$ cat src/rtl/regbus_pkg.sv
package regbus_pkg;
  localparam logic [7:0] SUB_DATA  = 8'h0C;
  localparam logic [7:0] SUB_FLAG  = 8'h08;
  localparam logic [7:0] SUB_START = 8'h09;
  localparam logic [4:0] BCAST_ID  = 5'd30;

  typedef enum logic [2:0] {
    TGT_NONE,
    TGT_SCRATCH,
    TGT_DATA,
    TGT_FLAG,
    TGT_START
  } target_e;
endpackage

$ cat src/rtl/regbus_decode.sv
module regbus_decode
  import regbus_pkg::*;
#(
  parameter int NREG = 8
) (
  input  logic [4:0] board_id,
  input  logic [4:0] bus_addr,
  input  logic [7:0] sub_addr,
  input  logic       wr_en,
  input  logic       rd_en,
  output logic       wr_ok,
  output logic       rd_ok,
  output target_e    tgt
);
  logic own_hit;
  logic bc_hit;

  always_comb begin
    own_hit = (bus_addr == board_id) && (bus_addr != BCAST_ID);
    bc_hit  = (bus_addr == BCAST_ID);
    wr_ok   = wr_en && (own_hit || bc_hit);
    rd_ok   = rd_en && !wr_en && own_hit;
    if (sub_addr == SUB_DATA)        tgt = TGT_DATA;
    else if (sub_addr == SUB_FLAG)   tgt = TGT_FLAG;
    else if (sub_addr == SUB_START)  tgt = TGT_START;
    else if (32'(sub_addr) < NREG)   tgt = TGT_SCRATCH;
    else                             tgt = TGT_NONE;
  end

  always_comb begin
    if (rd_en && bus_addr == BCAST_ID)
      ast_no_bcast_rd: assert (!rd_ok);
  end
endmodule

$ cat src/rtl/regbus_irq_flag.sv
module regbus_irq_flag (
  input  logic clk,
  input  logic rst_n,
  input  logic set_i,
  input  logic clr_i,
  output logic flag_o
);
  logic flag_q;
  logic flag_d;

  always_comb begin
    flag_d = flag_q;
    if (clr_i)      flag_d = 1'b0;
    else if (set_i) flag_d = 1'b1;
  end

  always_ff @(posedge clk or negedge rst_n) begin
    if (!rst_n) flag_q <= 1'b0;
    else        flag_q <= flag_d;
  end

  assign flag_o = flag_q;

  AST_SET_ON_DONE: assert property (@(posedge clk) disable iff (!rst_n)
    (set_i && !clr_i) |=> flag_q);
  AST_CLEAR_WINS: assert property (@(posedge clk) disable iff (!rst_n)
    clr_i |=> !flag_q);
  AST_FLAG_HOLDS: assert property (@(posedge clk) disable iff (!rst_n)
    (!set_i && !clr_i) |=> $stable(flag_q));
endmodule

$ cat src/rtl/regbus_word_seq.sv
module regbus_word_seq #(
  parameter int RAM_DEPTH = 10252,
  localparam int AW = $clog2(RAM_DEPTH)
) (
  input  logic          clk,
  input  logic          rst_n,
  input  logic          start_i,
  input  logic          take_i,
  input  logic [15:0]   word_i,
  output logic [7:0]    byte_o,
  output logic [AW-1:0] ptr_o
);
  localparam logic [AW-1:0] LAST = AW'(RAM_DEPTH - 1);

  logic [AW-1:0] ptr_q, ptr_d;
  logic          lo_q, lo_d;

  always_comb begin
    ptr_d = ptr_q;
    lo_d  = lo_q;
    if (start_i) begin
      ptr_d = '0;
      lo_d  = 1'b0;
    end else if (take_i) begin
      lo_d = !lo_q;
      if (lo_q) ptr_d = (ptr_q == LAST) ? '0 : ptr_q + 1'b1;
    end
  end

  always_ff @(posedge clk or negedge rst_n) begin
    if (!rst_n) begin
      ptr_q <= '0;
      lo_q  <= 1'b0;
    end else begin
      ptr_q <= ptr_d;
      lo_q  <= lo_d;
    end
  end

  assign byte_o = lo_q ? word_i[7:0] : word_i[15:8];
  assign ptr_o  = ptr_q;

  AST_HIGH_NO_ADV: assert property (@(posedge clk) disable iff (!rst_n)
    (take_i && !lo_q && !start_i) |=> $stable(ptr_q));
  AST_LOW_ADVANCES: assert property (@(posedge clk) disable iff (!rst_n)
    (take_i && lo_q && !start_i && ptr_q != LAST) |=> (ptr_q == $past(ptr_q) + 1'b1));
  AST_START_REWINDS: assert property (@(posedge clk) disable iff (!rst_n)
    start_i |=> (ptr_q == '0 && !lo_q));
  AST_IDLE_STABLE: assert property (@(posedge clk) disable iff (!rst_n)
    (!take_i && !start_i) |=> ($stable(ptr_q) && $stable(lo_q)));
endmodule

$ cat src/rtl/regbus_irq_readout.sv
module regbus_irq_readout
  import regbus_pkg::*;
#(
  parameter int RAM_DEPTH = 10252,
  parameter int NREG      = 8,
  localparam int AW       = $clog2(RAM_DEPTH),
  localparam int SAW      = (NREG > 1) ? $clog2(NREG) : 1
) (
  input  logic          clk,
  input  logic          rst_n,
  input  logic [4:0]    board_id,
  input  logic [4:0]    bus_addr,
  input  logic [7:0]    sub_addr,
  input  logic          wr_en,
  input  logic          rd_en,
  input  logic [7:0]    wr_data,
  output logic [7:0]    rd_data,
  output logic          rd_valid,
  input  logic          ram_done,
  output logic [AW-1:0] ram_addr,
  input  logic [15:0]   ram_word,
  output logic          irq_req
);
  logic       rst_s1, rst_sn;
  logic       wr_ok, rd_ok;
  target_e    tgt;
  logic       start_cmd, flag_clr, take_word;
  logic [7:0] data_byte;
  logic [7:0] scr_q [NREG];
  logic [7:0] mux_byte;
  logic [7:0] rd_data_q, rd_data_d;
  logic       rd_valid_q;

  always_ff @(posedge clk or negedge rst_n) begin
    if (!rst_n) begin
      rst_s1 <= 1'b0;
      rst_sn <= 1'b0;
    end else begin
      rst_s1 <= 1'b1;
      rst_sn <= rst_s1;
    end
  end

  regbus_decode #(.NREG(NREG)) u_dec (
    .board_id(board_id), .bus_addr(bus_addr), .sub_addr(sub_addr),
    .wr_en(wr_en), .rd_en(rd_en), .wr_ok(wr_ok), .rd_ok(rd_ok), .tgt(tgt)
  );

  assign start_cmd = wr_ok && (tgt == TGT_START);
  assign flag_clr  = start_cmd || (wr_ok && tgt == TGT_FLAG);
  assign take_word = rd_ok && (tgt == TGT_DATA);

  regbus_irq_flag u_flag (
    .clk(clk), .rst_n(rst_sn), .set_i(ram_done), .clr_i(flag_clr), .flag_o(irq_req)
  );

  regbus_word_seq #(.RAM_DEPTH(RAM_DEPTH)) u_seq (
    .clk(clk), .rst_n(rst_sn), .start_i(start_cmd), .take_i(take_word),
    .word_i(ram_word), .byte_o(data_byte), .ptr_o(ram_addr)
  );

  for (genvar g = 0; g < NREG; g++) begin : g_scr
    logic scr_en;
    assign scr_en = wr_ok && (tgt == TGT_SCRATCH) && (sub_addr[SAW-1:0] == SAW'(g));
    always_ff @(posedge clk or negedge rst_sn) begin
      if (!rst_sn)     scr_q[g] <= '0;
      else if (scr_en) scr_q[g] <= wr_data;
    end
  end

  always_comb begin
    case (tgt)
      TGT_DATA:    mux_byte = data_byte;
      TGT_FLAG:    mux_byte = {7'd0, irq_req};
      TGT_SCRATCH: mux_byte = scr_q[sub_addr[SAW-1:0]];
      default:     mux_byte = 8'h00;
    endcase
    rd_data_d = rd_ok ? mux_byte : rd_data_q;
  end

  always_ff @(posedge clk or negedge rst_sn) begin
    if (!rst_sn) begin
      rd_data_q  <= '0;
      rd_valid_q <= 1'b0;
    end else begin
      rd_data_q  <= rd_data_d;
      rd_valid_q <= rd_ok;
    end
  end

  assign rd_data  = rd_data_q;
  assign rd_valid = rd_valid_q;

  AST_RD_ONE_CYCLE: assert property (@(posedge clk) disable iff (!rst_sn)
    (rd_valid_q && !rd_ok) |=> !rd_valid_q);
  AST_FOREIGN_RD_SILENT: assert property (@(posedge clk) disable iff (!rst_sn)
    (rd_en && !wr_en && bus_addr != board_id) |=> !rd_valid_q);
  AST_FLAG_RD_NOCLR: assert property (@(posedge clk) disable iff (!rst_sn)
    (rd_ok && tgt == TGT_FLAG && irq_req) |=> irq_req);
endmodule

$ cat config.mk
export PLATFORM = sky130hd
export DESIGN_NAME = regbus_irq_readout
export DESIGN_NICKNAME = d
export VERILOG_FILES = /design/src/rtl/regbus_pkg.sv /design/src/rtl/regbus_decode.sv /design/src/rtl/regbus_irq_flag.sv /design/src/rtl/regbus_word_seq.sv /design/src/rtl/regbus_irq_readout.sv
export SDC_FILE = /design/constraint.sdc
export NUM_CORES = 1
export LEC_CHECK = 0
export BUFFER_PORTS_ARGS = -buffer_cell sky130_fd_sc_hd__buf_2
export CORE_ASPECT_RATIO = 0.7
export CORE_MARGIN = 5
export CORE_UTILIZATION = 55
export CTS_BUF_LIST = sky130_fd_sc_hd__clkbuf_4 sky130_fd_sc_hd__clkbuf_8
export DETAILED_ROUTE_END_ITERATION = 10
export PLACE_DENSITY = 0.85
export SYNTH_ARGS = -nofsm -noshare
export SYNTH_HDL_FRONTEND = slang
export SYNTH_SLANG_ARGS = --single-unit
$ cat constraint.sdc
create_clock -name clk -period 8.45 [get_ports clk]
set_input_delay 0.4225 -clock clk [delete_from_list [all_inputs] [get_ports clk]]
set_output_delay 0.4225 -clock clk [all_outputs]
set_load 0.005 [all_outputs]
==> key figures, run 1 <==
Clocking
  • Max H-tree Level: 3
  • Clock Root Buffer: clkbuf_8
  • CTS tree: yes
  • Clk slew on worst S/H paths: 0.08 ns
  • Clk_lat worst skew: 0.37 ns
  • Cts bufs inserted: 9
  • Longest Clk Path Bufs: 2
  • Resized Gates After CTS: 0
  • CTS Sinks: 91

Critical path
  • Slowest stage delay, CP: 0.88 ns
  • Reg-to-reg critical path startpoint: u_seq.lo_q
  • Crit end category: register
  • Critical path cell sequence: buf_2 -> nor3b_2 -> nand3_2 -> nor4b_2 -> nand3_1 -> mux2i_1
  • Reg-to-Reg End: u_seq.ptr_o[10]
  • R2r setup slk: 6.05 ns
  • Crit path kind: in2reg
  • Type of origin of the critical path: input port
  • Crit path from: sub_addr[2]
  • R2R depth: 4
  • Worst setup path endpoint: u_seq.ptr_o[12]
  • Crit path DAT: 2.77 ns
  • Data required time at the worst endpoint: 8.73 ns
  • Worst path slowest cell: nor4b_2
  • CP Max Fanout: 24

Yosys
  • Post-Synthesis Cells: 359
  • Syn_area_per_cell: 13.2 sq um
  • Post-synth EDFFs: 0
  • Async SR Flop Fraction: 100%
  • Flops & latches, synth: 91
  • Post-synthesis cell type count: 54
  • Mapped cell area: 4730 sq um
  • Yosys warns: 0
  • Post-Syn Nets: 407
  • Seq/Total Area, Yosys: 48.1%
  • Ys flop type: dfrtp_1

Routing
  • Via count: 3,329
  • Iter 0 DRT Violations: 345
  • DRC: 0
  • Routed wire length: 10,800 um
  • Vias per cell: 6.26
  • Avg WL per Cell: 20.2 um
  • Initial DRT Pass Iterations: 5
  • Post-route ant nets: 0

Timing
  • Setup TNS: 0 ns
  • Minimum clock period: 2.50 ns
  • Final Hold Fails: 0
  • Max Freq: 401 MHz
  • Setup-failing EPs final: 0
  • RSZ-0062 raised after global routing: false
  • Relative slew slack: 25.4%
  • Worst Tran Pin Value: 1.12 ns
  • Fin crit share: 29.5%
  • Clk_skew: 0.0189 ns
  • Final Max Tran Viols: 0

Die
  • Die height: 87.6 um
  • Top-level port count: 71
  • Rows: 28
  • Die Width: 121 um
  • Core area: 8410 sq um
  • Full die area: 10,600 sq um
  • Initial core utilization: 56.3%

Job
  • Max cap viols: 0

GRT
  • Initial antenna violation count: 0
  • Largest net degree at the start of global routing: 90
  • Vias in the first global route: 3,345
  • First-pass GRT wire length: 17,600 um
  • Gr usage total: 21.3%
  • GRT overflow: 0

Place
  • Gpl congestion: 0.916
  • IO Port Bufs: 70
  • Hpwl dp: 7310 um

Layout
  • Antenna diode count: 0
  • Share of post-route cells with drive strength above 1: 41.9%
  • Fillers: 613
  • Finished Core Util: 63.8%
  • Nets: 470
  • Layout area overhead: 13.4%

Power and ir drop
  • Max VDD drop: 0.0000833 V
  • Leakage: 2.56 nW
  • P per Cell Area: 154 nW/um^2

Status
  • Outcome: complete, no violations

Hold path
  • Worst hold path type: in2reg
  • Hold Path Depth: 2
state kept, by name (all words and copies together) (netlist names):
signal and flops:
rst_s1 1, u_flag.flag_o 1, u_seq.ptr_o 14, rst_sn 1, u_seq.lo_q 1, scr_q 64
rd_data 8, rd_valid 1
per-layer routing:
metal / vias to the layer above / routed length, um / GRT usage, % / part of all wire (%)
li1: 1498 / - / - / -
met1: 1680 / 4980 / 30.7 / 46
met2: 137 / 4910 / 32.8 / 46
met3: 14 / 744 / 4.78 / 6.9
met4: 0 / 122 / 6.17 / 1.1
met5: - / 0 / 0 / 0
through the flow:
stage / total power [W] / instances / setup slack, ns / instance area, sq um / hold slack (ns)
3_5_place_dp: 0.000501 / 515 / 5.59 / 5130 / 0.210
4_1_cts: 0.000829 / 532 / 5.98 / 5370 / 0.277
3_3_place_gp: 0.000499 / 515 / 5.67 / 5130 / 0.207
2_1_floorplan: 0.000477 / 359 / 5.73 / 4730 / 0.127
5_1_grt: 0.000856 / 532 / 5.79 / 5370 / 0.285
6_report: 0.000827 / 532 / 5.95 / 5370 / 0.289
cell usage in the layout, fill, tap and decap left out, types with 5 or more instances in the layout:
master / netlist / layout
a22o_1: 8 / 8
buf_2: 2 / 70
clkbuf_8: 0 / 10
dfrtp_1: 91 / 90
mux2_2: 48 / 48
mux2_4: 16 / 16
mux2i_1: 25 / 25
mux4_2: 16 / 16
nand2_1: 8 / 8
nand3_1: 14 / 14
nand4_1: 11 / 11
nor2_1: 19 / 19
o21ai_0: 5 / 5
o22ai_1: 16 / 16
cell usage after synthesis, drive strengths merged, types with 2 or more instances:
master	n	area, sq um
mux4	16	360
xnor2	4	35.0
o22ai	16	100
and2	3	18.8
a21oi	4	23.8
mux2i	25	250
nor3b	3	27.5
mux2	64	781
or4	3	22.5
nor2	19	71.3
a31oi	3	18.8
nand3	15	80.1
xor2	3	26.3
buf	8	43.8
nor4b	3	47.5
and3	2	12.5
nand4	11	68.8
clkbuf	11	41.3
dfrtp	91	2280
a22o	8	70.1
nor4	7	88.8
nand2	9	41.3
inv	4	15.0
nor3	2	10.0
o2bb2ai	2	17.5
o21ai	5	25.0
and4	2	17.5
cells by family after synthesis:
family                     share of synthesized area (%)
and+or+nand+nor                                     12.5
adders and majority gates                          0.264
other                                             0.0792
buffers and inverters                               2.11
AOI/OAI and AO/OA                                   6.24
muxes                                               29.4
DFF                                                 48.1
xor gates and xnor gates                            1.30
what timing repair did:
item	4_1_cts	5_1_grt
hold buffers	1	0
endpoints found under the setup margin	0	0
endpoints found under the hold margin	2	0
buffers inserted	0	0
area by class of cell:
class | instances | area [sq um] | share of cell area, %
repair buffers | 71 | 360 | 6.71
clock buffers | 10 | 138 | 2.56
clock inverters | 6 | 86.3 | 1.61
flip-flops and latches | 91 | 2280 | 42.5
well taps | 105 | 131 | 2.45
inverters | 4 | 15.0 | 0.280
multi-input cells | 245 | 2360 | 43.9
report_power, final:
| group | total, W | switching [W] | internal (W) |
|---|---|---|---|
| Combinational | 0.0000463 | 0.0000265 | 0.0000197 |
| Clock | 0.000335 | 0.000160 | 0.000175 |
| Sequential | 0.000446 | 0.00000883 | 0.000437 |
| Total | 0.000827 | 0.000195 | 0.000632 |
worst min-delay path by stage:
stage	to	start
2_1_floorplan	rst_s1	rst_n
3_5_place_dp	rst_s1	rst_n
4_1_cts	u_flag.flag_o	ram_done
3_3_place_gp	rst_s1	rst_n
6_report	u_flag.flag_o	ram_done
5_1_grt	u_flag.flag_o	ram_done
critical path: cells and delay by family:
| family | cells | cell delay [ns] |
|---|---|---|
| buf+inv | 1 | 0.49 |
| simple gates | 4 | 1.68 |
| mux | 1 | 0.17 |
(Power assumes the default switching activity.)
==> run 2: changes to the inputs <==
--- a/config.mk
+++ b/config.mk
@@ -8,10 +8,10 @@
 export BUFFER_PORTS_ARGS = -buffer_cell sky130_fd_sc_hd__buf_2
 export CORE_ASPECT_RATIO = 0.7
 export CORE_MARGIN = 5
-export CORE_UTILIZATION = 55
+export CORE_UTILIZATION = 53
 export CTS_BUF_LIST = sky130_fd_sc_hd__clkbuf_4 sky130_fd_sc_hd__clkbuf_8
 export DETAILED_ROUTE_END_ITERATION = 10
-export PLACE_DENSITY = 0.85
+export PLACE_DENSITY = 0.86
 export SYNTH_ARGS = -nofsm -noshare
 export SYNTH_HDL_FRONTEND = slang
 export SYNTH_SLANG_ARGS = --single-unit
==> constraint.sdc (replaced) <==
create_clock -name clk -period 2.25 [get_ports clk]
set_input_delay 0.1125 -clock clk [delete_from_list [all_inputs] [get_ports clk]]
set_output_delay 0.1125 -clock clk [all_outputs]
set_load 0.005 [all_outputs]
==> run 2 against run 1 <==
Clock-buffer cell count is 2 higher. Via count is 7.3% higher. Clock power grew to 3.1 times the previous value. Largest power group unchanged. Sequential share of layout area is 1.3 points lower.
==> key figures, run 2 (synthesis gave the netlist of run 1 again) <==
Layout
  • Finished Core Util: 64.5%
  • Biggest register: scr_q
  • Fillers: 598
  • Most frequent cells in the layout: dfrtp_1 (90), buf_2 (70), mux2_2 (48)
  • Commonest non-fill, non-tap cell in the layout: dfrtp_1
  • Layout area overhead: 16.9%
  • Nets: 492
  • Max reg flops: 64
  • Share of post-route cells with drive strength above 1: 44.5%
  • Antenna diode count: 0

Routing
  • Via count: 3,573
  • Iter 0 DRT Violations: 360
  • Initial DRT Pass Iterations: 4
  • Post-route ant nets: 0
  • Routed wire length: 11,400 um
  • Vias per cell: 6.28
  • DRC: 0
  • Avg WL per Cell: 20.0 um

Power and ir drop
  • Logic pwr share: 7.3%
  • Leakage: 2.65 nW
  • Max VDD drop: 0.000272 V
  • Tot Pwr: 0.00292 W
  • P per Cell Area: 528 nW/um^2
  • Clock power frac: 36.1%
  • Internal: 0.00221 W
  • Reg power frac: 56.6%
  • Sw frac: 24.3%
  • NetSw: 0.000711 W

Clocking
  • CTS Sinks: 91
  • Longest Clk Path Bufs: 2
  • Cts bufs inserted: 9
  • Clock Root Buffer: clkbuf_8
  • Max H-tree Level: 3
  • Clk slew on worst S/H paths: 0.08 ns
  • CTS tree: yes
  • Clk_lat worst skew: 0.36 ns

Critical path
  • Crit path DAT: 2.24 ns
  • Reg-to-Reg End: u_seq.ptr_o[10]
  • Data required time at the worst endpoint: 2.54 ns
  • R2r setup slk: 0.29 ns
  • Crit path kind: reg2reg
  • R2R depth: 5
  • Type of origin of the critical path: register
  • Crit end category: register
  • CP Max Fanout: 10
  • Reg-to-reg critical path startpoint: u_seq.ptr_o[0]

GRT
  • Initial antenna violation count: 1
  • First-pass GRT wire length: 18,600 um
  • Routing usage on met2: 33.3%
  • Gr usage total: 22.4%
  • Met3 usage: 6.77%
  • GRT overflow: 0
  • GRT busiest layer: met2
  • Largest net degree at the start of global routing: 73
  • Vias in the first global route: 3,598
  • M1 GR Usage: 31.1%

Timing
  • Max Freq: 511 MHz
  • Clk_skew: 0.00661 ns
  • Final Max Tran Viols: 0
  • Final Hold Fails: 0
  • Minimum clock period: 1.96 ns
  • Setup-failing EPs final: 0
  • Setup TNS: 0 ns
  • Worst Tran Pin Value: 0.696 ns
  • RSZ-0062 raised after global routing: false
  • Fin crit share: 86.9%
  • Relative slew slack: 53.1%

Job
  • Max cap viols: 0

Die
  • Core area: 8580 sq um
  • Die Width: 123 um
  • Rows: 28
  • Top-level port count: 71
  • Full die area: 11,000 sq um
  • Die height: 89.1 um
  • Initial core utilization: 55.1%

Place
  • Gpl congestion: 0.881
  • Hpwl dp: 7990 um
  • IO Port Bufs: 70

Status
  • Outcome: complete, no violations

Hold path
  • Worst hold path type: in2async
-- run 2: changes by cell type in the layout (fill, tap and decap cells not counted), moves of 2 or more --
cell	change
clkinv_2	-2
bufinv_16	-2
clkinv_4	+2
buf_4	+20
-- run 2: timing repair --
item | CTS | global route
hold endpoints to repair | 3 | 0
resized for setup | 0 | 0
setup buffers | 0 | 2
setup endpoints to repair | 0 | 1
hold buffers | 2 | 0
-- run 2: stage by stage --
stage	std cells	hold slack [ns]	setup slack, ns	cell area (sq um)
floorplan	359	-0.183	0.346	4730
global placement	549	-0.103	0.229	5310
detailed placement	549	-0.102	0.151	5310
CTS	567	0.0280	0.275	5520
global route	569	0.0431	0.219	5540
finish	569	0.0488	0.294	5540
-- run 2: worst max path at each step --
stage                   start               to  slack [ns]  cells after the start
3_5_place_dp      bus_addr[1]        scr_q[10]        0.15                      7
5_1_grt        u_seq.ptr_o[8]   u_seq.ptr_o[6]        0.22                      5
4_1_cts        u_seq.ptr_o[8]   u_seq.ptr_o[2]        0.28                      4
3_3_place_gp      bus_addr[0]         scr_q[8]        0.23                      7
6_report       u_seq.ptr_o[0]  u_seq.ptr_o[10]        0.29                      5
2_1_floorplan     sub_addr[7]        scr_q[48]        0.35                      6
-- run 2: final cells by class --
class / count / area [sq um] / area share, %
Tap cell: 120 / 150 / 2.71
Clock inverter: 4 / 33.8 / 0.610
Inverter: 4 / 15.0 / 0.271
Timing Repair Buffer: 93 / 541 / 9.76
Clock buffer: 12 / 159 / 2.87
Sequential cell: 91 / 2280 / 41.2
Multi-Input combinational cell: 245 / 2360 / 42.6
-- run 2: power by group through the flow --
stage	Clock [W]	Sequential (W)	Combinational (W)
CTS	0.00108	0.00165	0.000214
detailed placement	0	0.00169	0.000209
finish	0.00105	0.00165	0.000214
global placement	0	0.00169	0.000201
global route	0.00116	0.00166	0.000234
floorplan	0	0.00170	0.0000924
-- run 2: routing by layer --
metal  vias to the layer above  routed length [um]
li1                       1551                   -
met1                      1799                5040
met2                       182                5090
met3                        39                 911
met4                         2                 308
met5                         -                  13
-- run 2: worst max-delay path: stages (launching register included) --
cell     delay, ns
dfrtp_1       0.44
ha_1          0.27
and2_1        0.20
and4_1        0.28
or4_1         0.54
a21oi_1       0.16
==> run 3: changes to the inputs <==
--- a/config.mk
+++ b/config.mk
@@ -5,13 +5,14 @@
 export SDC_FILE = /design/constraint.sdc
 export NUM_CORES = 1
 export LEC_CHECK = 0
+export ABC_AREA = 1
 export BUFFER_PORTS_ARGS = -buffer_cell sky130_fd_sc_hd__buf_2
 export CORE_ASPECT_RATIO = 0.7
 export CORE_MARGIN = 5
-export CORE_UTILIZATION = 53
+export CORE_UTILIZATION = 48
 export CTS_BUF_LIST = sky130_fd_sc_hd__clkbuf_4 sky130_fd_sc_hd__clkbuf_8
 export DETAILED_ROUTE_END_ITERATION = 10
-export PLACE_DENSITY = 0.86
+export PLACE_DENSITY = 0.79
 export SYNTH_ARGS = -nofsm -noshare
 export SYNTH_HDL_FRONTEND = slang
 export SYNTH_SLANG_ARGS = --single-unit
==> run 3 against run 2 <==
Synthesized cell count grew 97%. Critical endpoint is now u_seq.ptr_o[0]. Cell count rose by 61%. Sequential share of layout area is 1.9 points lower. Combinational power is 36% higher.
==> key figures, run 3 <==
Status
  • Outcome: complete, no violations

Timing
  • Final Hold Fails: 0
  • RSZ-0062 raised after global routing: false
  • Max Freq: 558 MHz
  • Setup TNS: 0 ns
  • Relative slew slack: 61.9%
  • Minimum clock period: 1.79 ns
  • Worst Tran Pin Value: 0.571 ns
  • Final Max Tran Viols: 0
  • Clk_skew: 0.0113 ns
  • Fin crit share: 79.7%
  • Setup-failing EPs final: 0
  • Worst setup margin: 0.457 ns

Power and ir drop
  • Tot Pwr: 0.00310 W
  • P per Cell Area: 535 nW/um^2
  • Leakage: 3.20 nW
  • Max VDD drop: 0.000289 V

Die
  • Die Width: 133 um
  • Die height: 96.0 um
  • Initial core utilization: 49.0%
  • Top-level port count: 71
  • Full die area: 12,800 sq um
  • Rows: 31
  • Core area: 10,400 sq um

Yosys
  • Async SR Flop Fraction: 100%
  • Post-Syn Nets: 757
  • Largest area contributor in the netlist: dfrtp_1
  • Post-synthesis cell type count: 34
  • Flops & latches, synth: 91
  • Post-Synthesis Cells: 709
  • Post-synth top cells: nand2_1 (290), dfrtp_1 (91), nand3_1 (86)
  • Seq/Total Area, Yosys: 44.9%
  • Mapped cell area: 5080 sq um
  • Syn_area_per_cell: 7.16 sq um
  • Top cells by area, synth: dfrtp_1 (45%), nand2_1 (21%), nand3_1 (8.5%), inv_1 (4.8%), nand4_1 (3.6%)
  • Yosys warns: 0
  • Ys flop type: dfrtp_1
  • Post-synth EDFFs: 0
  • Synth top area share: 44.9%
  • Most numerous cell in the Yosys netlist: nand2_1

Critical path
  • Crit path kind: reg2reg
  • Critical path cell sequence: ha_1 -> nand3_1 -> nor3_1 -> buf_4 -> nor2_1 -> nand4_1 -> nand2_1
  • Worst path slowest cell: dfrtp_1
  • CP bufs+invs: 1
  • R2r setup slk: 0.46 ns
  • Data required time at the worst endpoint: 2.52 ns
  • Crit end category: register
  • CP Depth: 7
  • Slowest stage delay, CP: 0.46 ns
  • R2R depth: 7
  • Type of origin of the critical path: register
  • Crit path DAT: 2.07 ns
  • Worst setup path endpoint: u_seq.ptr_o[0]
  • CP top delay family: simple AND/OR/NAND/NOR gates
  • CP Max Fanout: 6
  • Reg-to-Reg End: u_seq.ptr_o[0]
  • Reg-to-reg critical path startpoint: u_seq.ptr_o[0]
  • Crit path from: u_seq.ptr_o[0]

Routing
  • Iter 0 DRT Violations: 676
  • Via count: 4,889
  • Vias per cell: 5.35
  • Routed wire length: 14,000 um
  • Initial DRT Pass Iterations: 5
  • DRC: 0
  • Avg WL per Cell: 15.3 um
  • Post-route ant nets: 0

Clocking
  • Post-CTS Setup Bufs: 0
  • CTS tree: yes
  • Clk slew on worst S/H paths: 0.09 ns
  • Max H-tree Level: 3
  • CTS Sinks: 91
  • Longest Clk Path Bufs: 2
  • Cts bufs inserted: 9
  • Clk_lat worst skew: 0.37 ns
  • Clock Root Buffer: clkbuf_8

Job
  • Max cap viols: 0

GRT
  • Initial antenna violation count: 0
  • Gr usage total: 22.3%
  • Largest net degree at the start of global routing: 86
  • GRT overflow: 0
  • First-pass GRT wire length: 22,700 um
  • Vias in the first global route: 4,495

Hold path
  • Worst hold path type: in2async

Layout
  • Final Cell Area: 5800 sq um
  • Antenna diode count: 0
  • Multi-input logic area: 2390 sq um
  • Max reg flops: 64
  • Area taken by flip-flops and latches: 2280 sq um
  • Non-Filler Instances: 914
  • Layout area overhead: 14.3%
  • Nets: 825
  • Commonest non-fill, non-tap cell in the layout: nand2_1
  • Biggest register: scr_q
  • Share of post-route cells with drive strength above 1: 18.0%
  • Most frequent cells in the layout: nand2_1 (290), dfrtp_1 (90), nand3_1 (86)
  • Fillers: 1,001

Place
  • DP Worst Slack: 0.492 ns
  • Placed inst area: 5570 sq um
  • Placed cell count: 896
  • Gpl congestion: 0.868
  • Hpwl dp: 9920 um
  • IO Port Bufs: 70
run 3: cell types whose count changed after synthesis, moves of 9 or more:
| cell | delta |
|---|---|
| nand2_1 | +282 |
| nand3_1 | +72 |
| inv_1 | +61 |
| mux2_2 | -48 |
| mux2i_1 | -20 |
| nor2_1 | +19 |
| nand4_1 | +18 |
| mux2_4 | -16 |
| mux4_2 | -16 |
| o22ai_1 | -15 |
| or2_2 | +13 |
| buf_2 | +9 |
run 3: worst register-to-register path, delay by kind of cell (launching register included):
kind	cells	cell delay, ns
buf+inv	1	0.21
flops	1	0.46
simple gates	5	0.70
fa+ha+maj	1	0.33
run 3: per-stage QoR:
step	util (%)	hold WS (ns)
floorplan	-	-0.183
global placement	53.8	-0.100
detailed placement	53.8	-0.101
CTS	56.0	0.0211
global route	56.0	0.0374
finish	56.0	0.0423
run 3: layout make-up:
| cell class | instances | share of cell area (%) |
|---|---|---|
| clock inverter | 5 | 1.06 |
| tap | 132 | 2.85 |
| sequential | 91 | 39.3 |
| clock buffer | 11 | 2.61 |
| multi-input combinational | 519 | 41.2 |
| timing repair buffer | 86 | 8.41 |
| inverter | 70 | 4.53 |
run 3: how the worst min path moves through the flow:
stage	to	cells after the start	start
2_1_floorplan	rst_s1	0	rst_n
3_3_place_gp	rst_s1	1	rst_n
3_5_place_dp	rst_s1	1	rst_n
4_1_cts	rst_sn	2	rst_n
5_1_grt	rst_sn	2	rst_n
6_report	rst_sn	2	rst_n
run 3: timing repair:
action	4_1_cts	5_1_grt
gates resized for setup	0	0
hold endpoints to repair	3	0
hold buffers	2	0
run 3: kinds of logic after synthesis:
kind of cell	Yosys count	share of synthesized area, %
simple gates	484	42.1
buf+inv	99	7.99
flops	91	44.9
compound gates	18	2.00
xor+xnor	10	1.73
mux	5	0.986
fa+ha+maj	1	0.246
other cells	1	0.0739
run 3: report_power, final:
| part | switching (W) | internal (W) |
|---|---|---|
| sequential | 0.00000908 | 0.00165 |
| clock | 0.000581 | 0.000578 |
| combinational | 0.000197 | 0.0000936 |
run 3: metal layers:
| metal | wire length (um) | share of wire (%) | up-vias | track usage (%) |
|---|---|---|---|---|
| met3 | 1040 | 7.4 | 50 | 4.39 |
| met1 | 6280 | 45 | 2273 | 31.6 |
| met5 | 0 | 0 | - | 0 |
| met2 | 6340 | 45 | 203 | 34.5 |
| met4 | 308 | 2.2 | 0 | 8.22 |
| li1 | - | - | 2363 | - |
